**src/rtl/coh_txn_pkg.sv**
```systemverilog
package coh_txn_pkg;
  localparam int STATE_W = 3;
  localparam int OP_W    = 3;
  localparam int OPC_W   = 4;
  localparam int MODEL_W = 2;

  typedef enum logic [STATE_W-1:0] {
    LS_INV = 3'd0, LS_UC = 3'd1, LS_UD = 3'd2, LS_SC = 3'd3, LS_SD = 3'd4
  } lstate_e;

  typedef enum logic [OP_W-1:0] {
    OP_RD_MISS = 3'd0, OP_ST_FULL = 3'd1, OP_ST_PART = 3'd2,
    OP_EV_DIRTY = 3'd3, OP_EV_CLEAN = 3'd4, OP_EAGER = 3'd5
  } lop_e;

  typedef enum logic [OPC_W-1:0] {
    TX_NONE = 4'd0, TX_RD_SHARED = 4'd1, TX_RD_CLEAN = 4'd2, TX_RD_NSD = 4'd3,
    TX_RD_UNIQUE = 4'd4, TX_CLEAN_UNIQUE = 4'd5, TX_MAKE_UNIQUE = 4'd6,
    TX_WRITE_BACK = 4'd7, TX_WRITE_CLEAN = 4'd8, TX_EVICT = 4'd9
  } txn_e;

  typedef enum logic [MODEL_W-1:0] {
    CM_ANY = 2'd0, CM_MESI = 2'd1, CM_WTHRU = 2'd2
  } cmodel_e;

  typedef struct packed {
    logic [OPC_W-1:0]   opc;
    logic               wr_chan;
    logic [STATE_W-1:0] nxt;
  } sel_res_t;

  function automatic logic st_valid(input logic [STATE_W-1:0] s);
    return (s == LS_UC) || (s == LS_UD) || (s == LS_SC) || (s == LS_SD);
  endfunction

  function automatic logic st_dirty(input logic [STATE_W-1:0] s);
    return (s == LS_UD) || (s == LS_SD);
  endfunction

  function automatic logic st_shared(input logic [STATE_W-1:0] s);
    return (s == LS_SC) || (s == LS_SD);
  endfunction
endpackage

```
**src/rtl/read_variant_sel.sv**
```systemverilog
module read_variant_sel
  import coh_txn_pkg::*;
(
  input  logic [STATE_W-1:0] state,
  input  logic [MODEL_W-1:0] model,
  output sel_res_t           res
);
  always_comb begin
    res.wr_chan = 1'b0;
    if (state == LS_INV) begin
      res.nxt = LS_SC;
      unique case (model)
        CM_MESI:  res.opc = TX_RD_NSD;
        CM_WTHRU: res.opc = TX_RD_CLEAN;
        default:  res.opc = TX_RD_SHARED;
      endcase
    end else begin
      res.opc = TX_NONE;
      res.nxt = state;
    end
  end
endmodule

```
**src/rtl/store_perm_sel.sv**
```systemverilog
module store_perm_sel
  import coh_txn_pkg::*;
(
  input  logic [STATE_W-1:0] state,
  input  logic               full_line,
  input  logic               force_ru,
  output sel_res_t           res
);
  always_comb begin
    res.wr_chan = 1'b0;
    res.nxt     = LS_UD;
    if (state == LS_UC || state == LS_UD) begin
      res.opc = TX_NONE;
    end else if (full_line) begin
      res.opc = TX_MAKE_UNIQUE;
    end else if (st_shared(state) && !force_ru) begin
      res.opc = TX_CLEAN_UNIQUE;
    end else if (st_shared(state) || state == LS_INV) begin
      res.opc = TX_RD_UNIQUE;
    end else begin
      res.opc = TX_NONE;
      res.nxt = state;
    end
  end
endmodule

```
**src/rtl/line_release_sel.sv**
```systemverilog
module line_release_sel
  import coh_txn_pkg::*;
(
  input  logic [STATE_W-1:0] state,
  input  logic               eager,
  output sel_res_t           res
);
  always_comb begin
    res.opc     = TX_NONE;
    res.wr_chan = 1'b0;
    res.nxt     = state;
    if (eager) begin
      if (st_dirty(state)) begin
        res.opc     = TX_WRITE_CLEAN;
        res.wr_chan = 1'b1;
        res.nxt     = (state == LS_SD) ? LS_SC : LS_UC;
      end
    end else if (st_valid(state)) begin
      res.opc     = st_dirty(state) ? TX_WRITE_BACK : TX_EVICT;
      res.wr_chan = 1'b1;
      res.nxt     = LS_INV;
    end
  end
endmodule

```
**src/rtl/coh_txn_select.sv**
```systemverilog
module coh_txn_select
  import coh_txn_pkg::*;
(
  input  logic               clk,
  input  logic               rst_n,
  input  logic [MODEL_W-1:0] cfg_model,
  input  logic               cfg_force_ru,
  input  logic               req_valid,
  output logic               req_ready,
  input  logic [STATE_W-1:0] req_state,
  input  logic [OP_W-1:0]    req_op,
  output logic               rsp_valid,
  input  logic               rsp_ready,
  output logic [OPC_W-1:0]   rsp_opcode,
  output logic               rsp_write_chan,
  output logic [STATE_W-1:0] rsp_next_state
);
  sel_res_t rd_res, st_res, rel_res, pick;
  logic     take;

  read_variant_sel u_rd (
    .state(req_state), .model(cfg_model), .res(rd_res)
  );

  store_perm_sel u_st (
    .state(req_state), .full_line(req_op == OP_ST_FULL),
    .force_ru(cfg_force_ru), .res(st_res)
  );

  line_release_sel u_rel (
    .state(req_state), .eager(req_op == OP_EAGER), .res(rel_res)
  );

  always_comb begin
    unique case (req_op)
      OP_RD_MISS:                          pick = rd_res;
      OP_ST_FULL, OP_ST_PART:              pick = st_res;
      OP_EV_DIRTY, OP_EV_CLEAN, OP_EAGER:  pick = rel_res;
      default: begin
        pick.opc     = TX_NONE;
        pick.wr_chan = 1'b0;
        pick.nxt     = req_state;
      end
    endcase
  end

  assign req_ready = !rsp_valid || rsp_ready;
  assign take      = req_valid && req_ready;

  always_ff @(posedge clk) begin
    if (!rst_n) begin
      rsp_valid      <= 1'b0;
      rsp_opcode     <= TX_NONE;
      rsp_write_chan <= 1'b0;
      rsp_next_state <= LS_INV;
    end else begin
      if (take) begin
        rsp_valid      <= 1'b1;
        rsp_opcode     <= pick.opc;
        rsp_write_chan <= pick.wr_chan;
        rsp_next_state <= pick.nxt;
      end else if (rsp_ready) begin
        rsp_valid <= 1'b0;
      end
    end
  end

  assert_hold_R9: assert property (@(posedge clk) disable iff (!rst_n)
    (rsp_valid && !rsp_ready) |=> (rsp_valid && $stable(rsp_opcode) &&
      $stable(rsp_write_chan) && $stable(rsp_next_state)));

  assert_chan_class_R6: assert property (@(posedge clk) disable iff (!rst_n)
    rsp_valid |-> (rsp_write_chan == (rsp_opcode == TX_WRITE_BACK ||
      rsp_opcode == TX_WRITE_CLEAN || rsp_opcode == TX_EVICT)));

  assert_make_unique_dirty_R2: assert property (@(posedge clk) disable iff (!rst_n)
    (rsp_valid && rsp_opcode == TX_MAKE_UNIQUE) |-> rsp_next_state == LS_UD);

  assert_release_inval_R7: assert property (@(posedge clk) disable iff (!rst_n)
    (rsp_valid && (rsp_opcode == TX_WRITE_BACK || rsp_opcode == TX_EVICT))
      |-> rsp_next_state == LS_INV);

  assert_latency_R9: assert property (@(posedge clk) disable iff (!rst_n)
    (req_valid && req_ready) |=> rsp_valid);
endmodule

```
**config.mk**
```make
export PLATFORM = sky130hd
export DESIGN_NAME = coh_txn_select
export DESIGN_NICKNAME = d
export VERILOG_FILES = /design/src/rtl/coh_txn_pkg.sv /design/src/rtl/read_variant_sel.sv /design/src/rtl/store_perm_sel.sv /design/src/rtl/line_release_sel.sv /design/src/rtl/coh_txn_select.sv
export SDC_FILE = /design/constraint.sdc
export NUM_CORES = 1
export LEC_CHECK = 0
export BUFFER_PORTS_ARGS = -buffer_cell sky130_fd_sc_hd__buf_4
export CAP_MARGIN = 30
export CORE_MARGIN = 2
export CORE_UTILIZATION = 39
export CTS_CLUSTER_DIAMETER = 200
export DETAILED_ROUTE_END_ITERATION = 10
export PLACE_DENSITY = 0.67
export RECOVER_POWER = 25
export SETUP_SLACK_MARGIN = 0.1
export SYNTH_ARGS = -nofsm -noshare
export SYNTH_HDL_FRONTEND = slang
export SYNTH_SLANG_ARGS = --single-unit
```
**constraint.sdc**
```tcl
create_clock -name clk -period 1.6 [get_ports clk]
set_input_delay 0.16 -clock clk [delete_from_list [all_inputs] [get_ports clk]]
set_output_delay 0.16 -clock clk [all_outputs]
set_load 0.1 [all_outputs]
```
==> results.md, run 1 <==
Floorplan:
- The overall die area is 2530 µm².
- The placeable core region is 1980 µm².
- From bottom edge to top edge, the die measures 50.3 µm.
- The initial core utilization is 0.421.
- From left edge to right edge, the die measures 50.3 µm.
- For this design the top-level I/O count stands at 23.
- The number of core rows is 16.

Logic synthesis:
- The synthesized instance count is 110.
- The count of different cell masters after synthesis is 49.
- The area fraction of the dominant cell type after synthesis is 0.216.
- The flip-flop cell with the highest count after synthesis is sky130_fd_sc_hd__dfxtp_1.
- The number of enable flip-flop cells after synthesis is 0.
- The synthesized area is 835 µm².
- Counting every net in the synthesized netlist gives 124.
- After synthesis, the cell types taking the most area are sky130_fd_sc_hd__dfxtp_1 (22%), sky130_fd_sc_hd__o21ai_0 (4.2%), sky130_fd_sc_hd__nand2_1 (4.0%).
- Counting instances in the post-synthesis netlist gives the leading cell types as sky130_fd_sc_hd__dfxtp_1 (9), sky130_fd_sc_hd__nand2_1 (9), sky130_fd_sc_hd__o21ai_0 (7).
- The biggest area contributor in the post-synthesis netlist is sky130_fd_sc_hd__dfxtp_1.
- For this run, the number of Yosys warnings is 0.
- The post-synthesis sequential element count is 9.
- The average cell area after synthesis is 7.59 µm².
- The async set-reset flop share out of synthesis is 0.
- The proportion of synthesized chip area in sequential cells is 0.216.

Flow run:
- The number of violations of the max-capacitance limit is 0.

Min path:
- The path with the worst hold slack has its endpoint at rsp_opcode[0].
- The worst hold path belongs to the class primary input to register.
- In this run the most critical hold path is launched from cfg_force_ru.
- The cell count of the worst hold path is 3.

Placement:
- The half-perimeter wire length after placement is 1.52 mm.
- The total cell area at the placement stage is 998 µm².
- Routability-driven placement finished with a final weighted congestion of 0.880.
- The count of input and output buffers is 22.
- The pre-CTS worst setup slack is 0.253 ns.
- In this run, placement finished with an instance count of 150.

STA:
- The final sum of negative setup slack is 0 ns.
- The routed design could run at a clock period as short as 1.16 ns.
- Across all setup checks in the final design, the least slack found is 0.442 ns.
- The count of final setup violators is 0.
- Setup repair after global routing left no endpoint under its margin.
- The hold violation total from the final report is 0.
- On the final layout, the worst clock skew is 0.00250 ns.
- The post-route fraction of the period consumed by the critical path is 0.724.
- The transition time at the pin with the least slew margin is 0.316 ns.
- The normalized max-slew margin is 0.790.
- The final number of max-transition violations is 0.
- The fmax is 864 MHz.

Route:
- The detail-routed net length per standard cell is 13.7 µm.
- The violation count after the first detailed-routing iteration is 35.
- The post-detailed-route DRC marker count is 0.
- The remaining antenna violation count is 0.
- The total iterations of the first detailed-routing run is 4.
- In the routed layout, each cell is associated on average with a via count of 6.03.
- The final wirelength is 2.11 mm.
- The overall via count from detail_route is 928.

Power and ir drop:
- The peak ir drop on the vdd network is 0.000605 V.
- For this design the ratio of total power to cell area is 720 nW/µm².
- The reported leakage power is 0.400 nW.

Critical path:
- The critical path goes through nand2b_2, nand4_1, or4_1, o211ai_2.
- The critical path start-end classification is register to register.
- The arrival time at the worst endpoint is 1.35 ns.
- For this design, the slowest cell found on the critical path is sky130_fd_sc_hd__or4_1.
- Along the worst path, the maximum fanout reaches 5.
- The worst setup path is launched from a register.
- The reg-to-reg startpoint is rsp_valid.
- The end of the worst register-to-register path is rsp_opcode[2].
- The critical path capture point type is a register.
- The slack of the worst reg-to-reg path is 0.44 ns.
- The highest cell delay on the worst timing path is 0.44 ns.
- The critical path required time is 1.79 ns.
- The worst reg2reg path depth is 4.

Cells and area:
- The filler cell count is 203.
- The growth of design area from synthesis to finish is 21.7%.
- After the flow finishes, the layout carries non-filler instances totaling 154.
- The number of diodes added for antenna fixing is 0.
- Once layout is done, the placed cells without fillers occupy 1020 µm².
- In the final layout, the share of cells above drive strength 1 is 0.291.
- The final layout contains 142 nets.

Clock network:
- The number of buffers inserted by hold repair at cts is 0.
- The total setup buffers inserted after CTS is 0.
- The largest buffer count on any clock path is 2.
- The number of sinks driven by the clock tree is 9.
- The clock transition at the registers of the reported paths is 0.06 ns.
- The later pin in the worst-skew pair is clocked with a latency of 0.26 ns.
- Counting the buffers created by CTS gives 3.
- TritonCTS built the clock tree.
- CTS built an H-tree with a depth of 1.
- The cell at the root of the clock tree is sky130_fd_sc_hd__clkbuf_4.
- The post-cts sizing count is 0.

GRT:
- The remaining global-route overflow is 0.
- Entering global routing, the biggest net connects 20 pins.
- The number of antenna violations at the first check in global routing was 0.
- The total routing resource utilization after global routing is 0.180.
- The first-pass GRT wire length is 3.49 mm.
- The via count of the first global-routing pass was 828.

Run status:
- The run finished with clean final reports.
-- worst max-delay path: cells and delay by family, from the launching register on --
| kind | cells | cell delay, ns |
|---|---|---|
| flip-flops | 1 | 0.32 |
| AO/OA/AOI/OAI | 1 | 0.08 |
| AND/OR/NAND/NOR | 3 | 0.68 |
-- sequential cells by signal (all words and copies together), names as in the netlist --
signal,count
rsp_write_chan,1
rsp_opcode,4
rsp_valid,1
rsp_next_state,3
-- metal layers --
metal / vias up / track usage / part of all wire
met3: 2 / 0.0744 / 0.086
met2: 41 / 0.287 / 0.51
met1: 438 / 0.219 / 0.40
met4: 0 / 0.0509 / 0.0090
met5: - / 0 / 0
li1: 447 / - / -
-- through the flow --
step	util	total power [W]	hold WS (ns)
floorplan	-	0.000489	0.288
global placement	0.504	0.000556	0.431
detailed placement	0.504	0.000561	0.449
CTS	0.517	0.000738	0.177
global route	0.513	0.000776	0.184
finish	0.513	0.000732	0.174
-- worst max-delay path by stage --
stage	start	end	slack [ns]
after floorplan	rsp_valid	rsp_opcode[1]	0.10
after global placement	cfg_model[0]	rsp_opcode[1]	0.26
after detailed placement	req_state[1]	rsp_opcode[2]	0.25
after CTS	rsp_valid	rsp_opcode[2]	0.43
after global routing	rsp_valid	rsp_opcode[2]	0.36
final	rsp_valid	rsp_opcode[2]	0.44
-- placed cells by master (no fill, tap or decap), drive strengths merged, types with 4 or more instances in the layout --
master,count
dfxtp,9
inv,5
nand3,4
a31oi,4
a21oi,6
o21ai,7
nor2,5
nand2,9
a21boi,4
o211ai,5
nand2b,4
buf,23
clkbuf,4
-- kinds of logic after synthesis --
group                    synth area share
adder cells (fa/ha/maj)            0.0150
flip-flops                          0.216
XOR/XNOR                           0.0210
AO/OA/AOI/OAI                       0.328
buffers and inverters              0.0900
AND/OR/NAND/NOR                     0.330
-- power breakdown --
part,internal [W],switching [W]
Sequential,0.000239,0.00000711
Clock,0.0000962,0.0000807
Combinational,0.0000922,0.000217
Total,0.000427,0.000305
-- area by class of cell --
type	instances	area (µm²)	share of cell area
clock buffers	4	26.3	0.0259
repair buffers	23	173	0.170
multi-input cells	86	584	0.575
flip-flops and latches	9	180	0.177
well taps	27	33.8	0.0333
inverters	5	18.8	0.0185
(Power assumes the default switching activity.)
==> run 2, diff against run 1 <==
==> constraint.sdc (replaced) <==
create_clock -name clk -period 1.2 [get_ports clk]
set_input_delay 0.12 -clock clk [delete_from_list [all_inputs] [get_ports clk]]
set_output_delay 0.12 -clock clk [all_outputs]
set_load 0.1 [all_outputs]
==> run 2 against run 1 <==
Against the previous run: first-iteration DRC count down 26%; sequential cell count unchanged; clock skew about the same; non-clock buffer count up 15; cell area up 14%; routed wire length up 12%; power up 42%; via count up 6.0%; utilization up 7.1 points; critical path type unchanged; largest cell class unchanged; largest power group unchanged; highest routed layer unchanged.
==> results.md, run 2 (synthesis gave the netlist of run 1 again) <==
Cells and area:
- The growth of design area from synthesis to finish is 38.5% (was 21.7%).
- Largest registers: rsp_opcode x4, rsp_next_state x3 (unchanged).
- The layout net count came to 157 (was 142).
- The most common cell after layout, fill and taps aside was sky130_fd_sc_hd__buf_4 (unchanged).
- Top library cells by usage in the layout, fill and taps aside: sky130_fd_sc_hd__buf_4 (35), sky130_fd_sc_hd__dfxtp_1 (9), sky130_fd_sc_hd__nand2_1 (8) (was sky130_fd_sc_hd__buf_4 (23), sky130_fd_sc_hd__nand2_1 (9), sky130_fd_sc_hd__dfxtp_1 (9)).
- The register ranked first by flip-flop count is rsp_opcode (unchanged).
- The filler cell count is 200 (was 203).
- The number of diodes added for antenna fixing is 0 (unchanged).
- The number of flip-flops under the largest register name was 4 (unchanged).
- The ratio of cells with drive above 1 in the final layout came to 0.401 (was 0.291).

Route:
- The met3 wire length is 122 µm (was 181 µm).
- The routed length on met1 is 1.04 mm (was 836 µm).
- The met2 routed wirelength is 1.18 mm (was 1.08 mm).
- The remaining antenna violation count was 0 (unchanged).
- The final wirelength was 2.37 mm (was 2.11 mm).
- The detail-routed net length per standard cell was 14.0 µm (was 13.7 µm).
- The top metal layer carrying routed signals is met4 (unchanged).
- The post-detailed-route DRC marker count was 0 (unchanged).
- The violation count after the first detailed-routing iteration is 26 (was 35).
- The overall via count from detail_route is 984 (was 928).
- The via density per instance was 5.82 (was 6.03).
- The total iterations of the first detailed-routing run is 4 (unchanged).

Clock network:
- The TritonCTS clock tree is built (unchanged).
- The depth of the CTS H-tree is 1 (unchanged).
- The number of buffers added by the clock tree synthesis step came to 3 (unchanged).
- The clock latency reported for the late side of the worst-skew pair is 0.27 ns (was 0.26 ns).
- The largest buffer count on any clock path is 2 (unchanged).
- The cell at the root of the clock tree is sky130_fd_sc_hd__clkbuf_4 (unchanged).
- The clock transition at the registers of the reported paths is 0.06 ns (about the same).
- The number of buffers inserted by hold repair at cts came to 0 (unchanged).
- The number of sinks driven by the clock tree came to 9 (unchanged).

STA:
- The post-route fraction of the period consumed by the critical path is 0.915 (was 0.724).
- The final number of max-transition violations came to 0 (unchanged).
- The fmax came to 911 MHz (was 864 MHz).
- The final worst hold slack is 0.129 ns (was 0.174 ns).
- The count of final setup violators is 0 (unchanged).
- The final clock skew came to 0.00205 ns (was 0.00250 ns).
- RSZ-0062 raised after global routing: yes (was no).
- The hold violation total from the final report is 0 (unchanged).
- The normalized max-slew margin was 0.753 (was 0.790).
- The minimum clock period after layout is 1.10 ns (was 1.16 ns).
- The transition time at the pin with the least slew margin is 0.365 ns (was 0.316 ns).

GRT:
- The remaining global-route overflow was 0 (unchanged).
- The number of antenna violations at the first check in global routing is 0 (unchanged).
- The via count of the first global-routing pass is 878 (was 828).
- The total routing resource utilization after global routing is 0.206 (was 0.180).
- The largest net degree at the start of global routing was 18 (was 20).
- The first-pass GRT wire length is 3.97 mm (was 3.49 mm).

Placement:
- The count of input and output buffers is 22 (unchanged).
- The final estimated routing congestion in global placement is 0.868 (was 0.880).
- The half-perimeter wire length after placement is 1.79 mm (was 1.52 mm).

Floorplan:
- The number of placed I/O pins is 23 (unchanged).
- The number of core rows was 16 (unchanged).
- The horizontal die dimension is 50.3 µm (unchanged).
- The die height is 50.3 µm (unchanged).
- The initial core utilization is 0.421 (unchanged).
- The placeable core region was 1980 µm² (unchanged).
- The overall die area is 2530 µm² (unchanged).

Critical path:
- The critical path capture point type is a register (unchanged).
- The highest cell delay on the worst timing path is 0.37 ns (was 0.44 ns).
- The critical path start-end classification is register to register (unchanged).
- The startpoint type of the worst setup path is a register (unchanged).
- The critical path required time is 1.35 ns (was 1.79 ns).
- The number of buffers and inverters on the critical path came to 1 (was 0).
- The top cell family by delay on the critical path is flip-flops (was simple AND/OR/NAND/NOR gates).
- The slowest library cell on the worst path is sky130_fd_sc_hd__dfxtp_1 (was sky130_fd_sc_hd__or4_1).
- The arrival time at the worst endpoint was 1.25 ns (was 1.35 ns).
- The highest net fanout along the worst path is 11 (was 5).
- Ordered cell list for the critical path: nand2b_4, and2_4, buf_4, o21ai_1, a21oi_1 (was nand2b_2, nand4_1, or4_1, o211ai_2).

Min path:
- The path class of the lowest-slack min-delay path is primary input to register (unchanged).

Power and ir drop:
- The power density over the cells is 896 nW/µm² (was 720 nW/µm²).
- The reported leakage power is 0.482 nW (was 0.400 nW).
- The total design power is 0.00104 W (was 0.000732 W).
- The peak ir drop on the vdd network is 0.000508 V (was 0.000605 V).

Flow run:
- The number of violations of the max-capacitance limit is 0 (unchanged).

Run status:
- Outcome: complete, no violations (unchanged).
[run 2: metal layers]
metal | vias to the layer above | GRT usage
li1 | 478 | -
met1 | 465 | 0.254
met2 | 38 | 0.344
met3 | 3 | 0.0357
met4 | 0 | 0.0972
met5 | - | 0
[run 2: path summary, 6_finish.rpt]
| check | start | to | slack (ns) | cells past startpoint |
|---|---|---|---|---|
| setup / recovery | rsp_valid | rsp_next_state[1] | 0.10 | 5 |
| hold / removal | req_valid | rsp_valid | 0.13 | 3 |
| setup reg to reg | rsp_valid | rsp_next_state[1] | 0.10 | 5 |
| hold reg to reg | rsp_next_state[0] | rsp_next_state[0] | 0.46 | 2 |
[run 2: final cells by class]
| type | instances | area (µm²) | share of cell area |
|---|---|---|---|
| clock buffer | 4 | 26.3 | 0.0227 |
| tap | 27 | 33.8 | 0.0292 |
| timing repair buffer | 38 | 289 | 0.250 |
| sequential | 9 | 180 | 0.156 |
| inverter | 5 | 18.8 | 0.0162 |
| multi-input combinational | 86 | 608 | 0.526 |
[run 2: report_power, final]
part	internal [W]	total (W)	switching, W	leakage, nW
logic	0.000160	0.000465	0.000305	0.392
registers	0.000318	0.000329	0.0000105	0.0741
clock network	0.000129	0.000242	0.000114	0.0150
[run 2: metrics by stage]
step	util	instances	instance area, µm²	setup TNS (ns)	setup slack, ns
2_1_floorplan	-	110	865	-1.80	-0.264
3_3_place_gp	0.556	163	1100	-0.343	-0.103
3_5_place_dp	0.556	163	1100	-0.507	-0.141
4_1_cts	0.573	167	1140	0	0.0986
5_1_grt	0.583	169	1160	0	0.0397
6_report	0.583	169	1160	0	0.102
[run 2: worst register-to-register path: stages, from the launching register on]
cell	delay (ns)
sky130_fd_sc_hd__dfxtp_1	0.37
sky130_fd_sc_hd__nand2b_4	0.09
sky130_fd_sc_hd__and2_4	0.21
sky130_fd_sc_hd__buf_4	0.14
sky130_fd_sc_hd__o21ai_1	0.12
sky130_fd_sc_hd__a21oi_1	0.05
[run 2: repair_timing]
item                                    in CTS  in global routing
endpoints found under the setup margin       2                  4
buffers inserted                             0                  2
resized for setup                            2                  3
pin swaps                                    1                  2
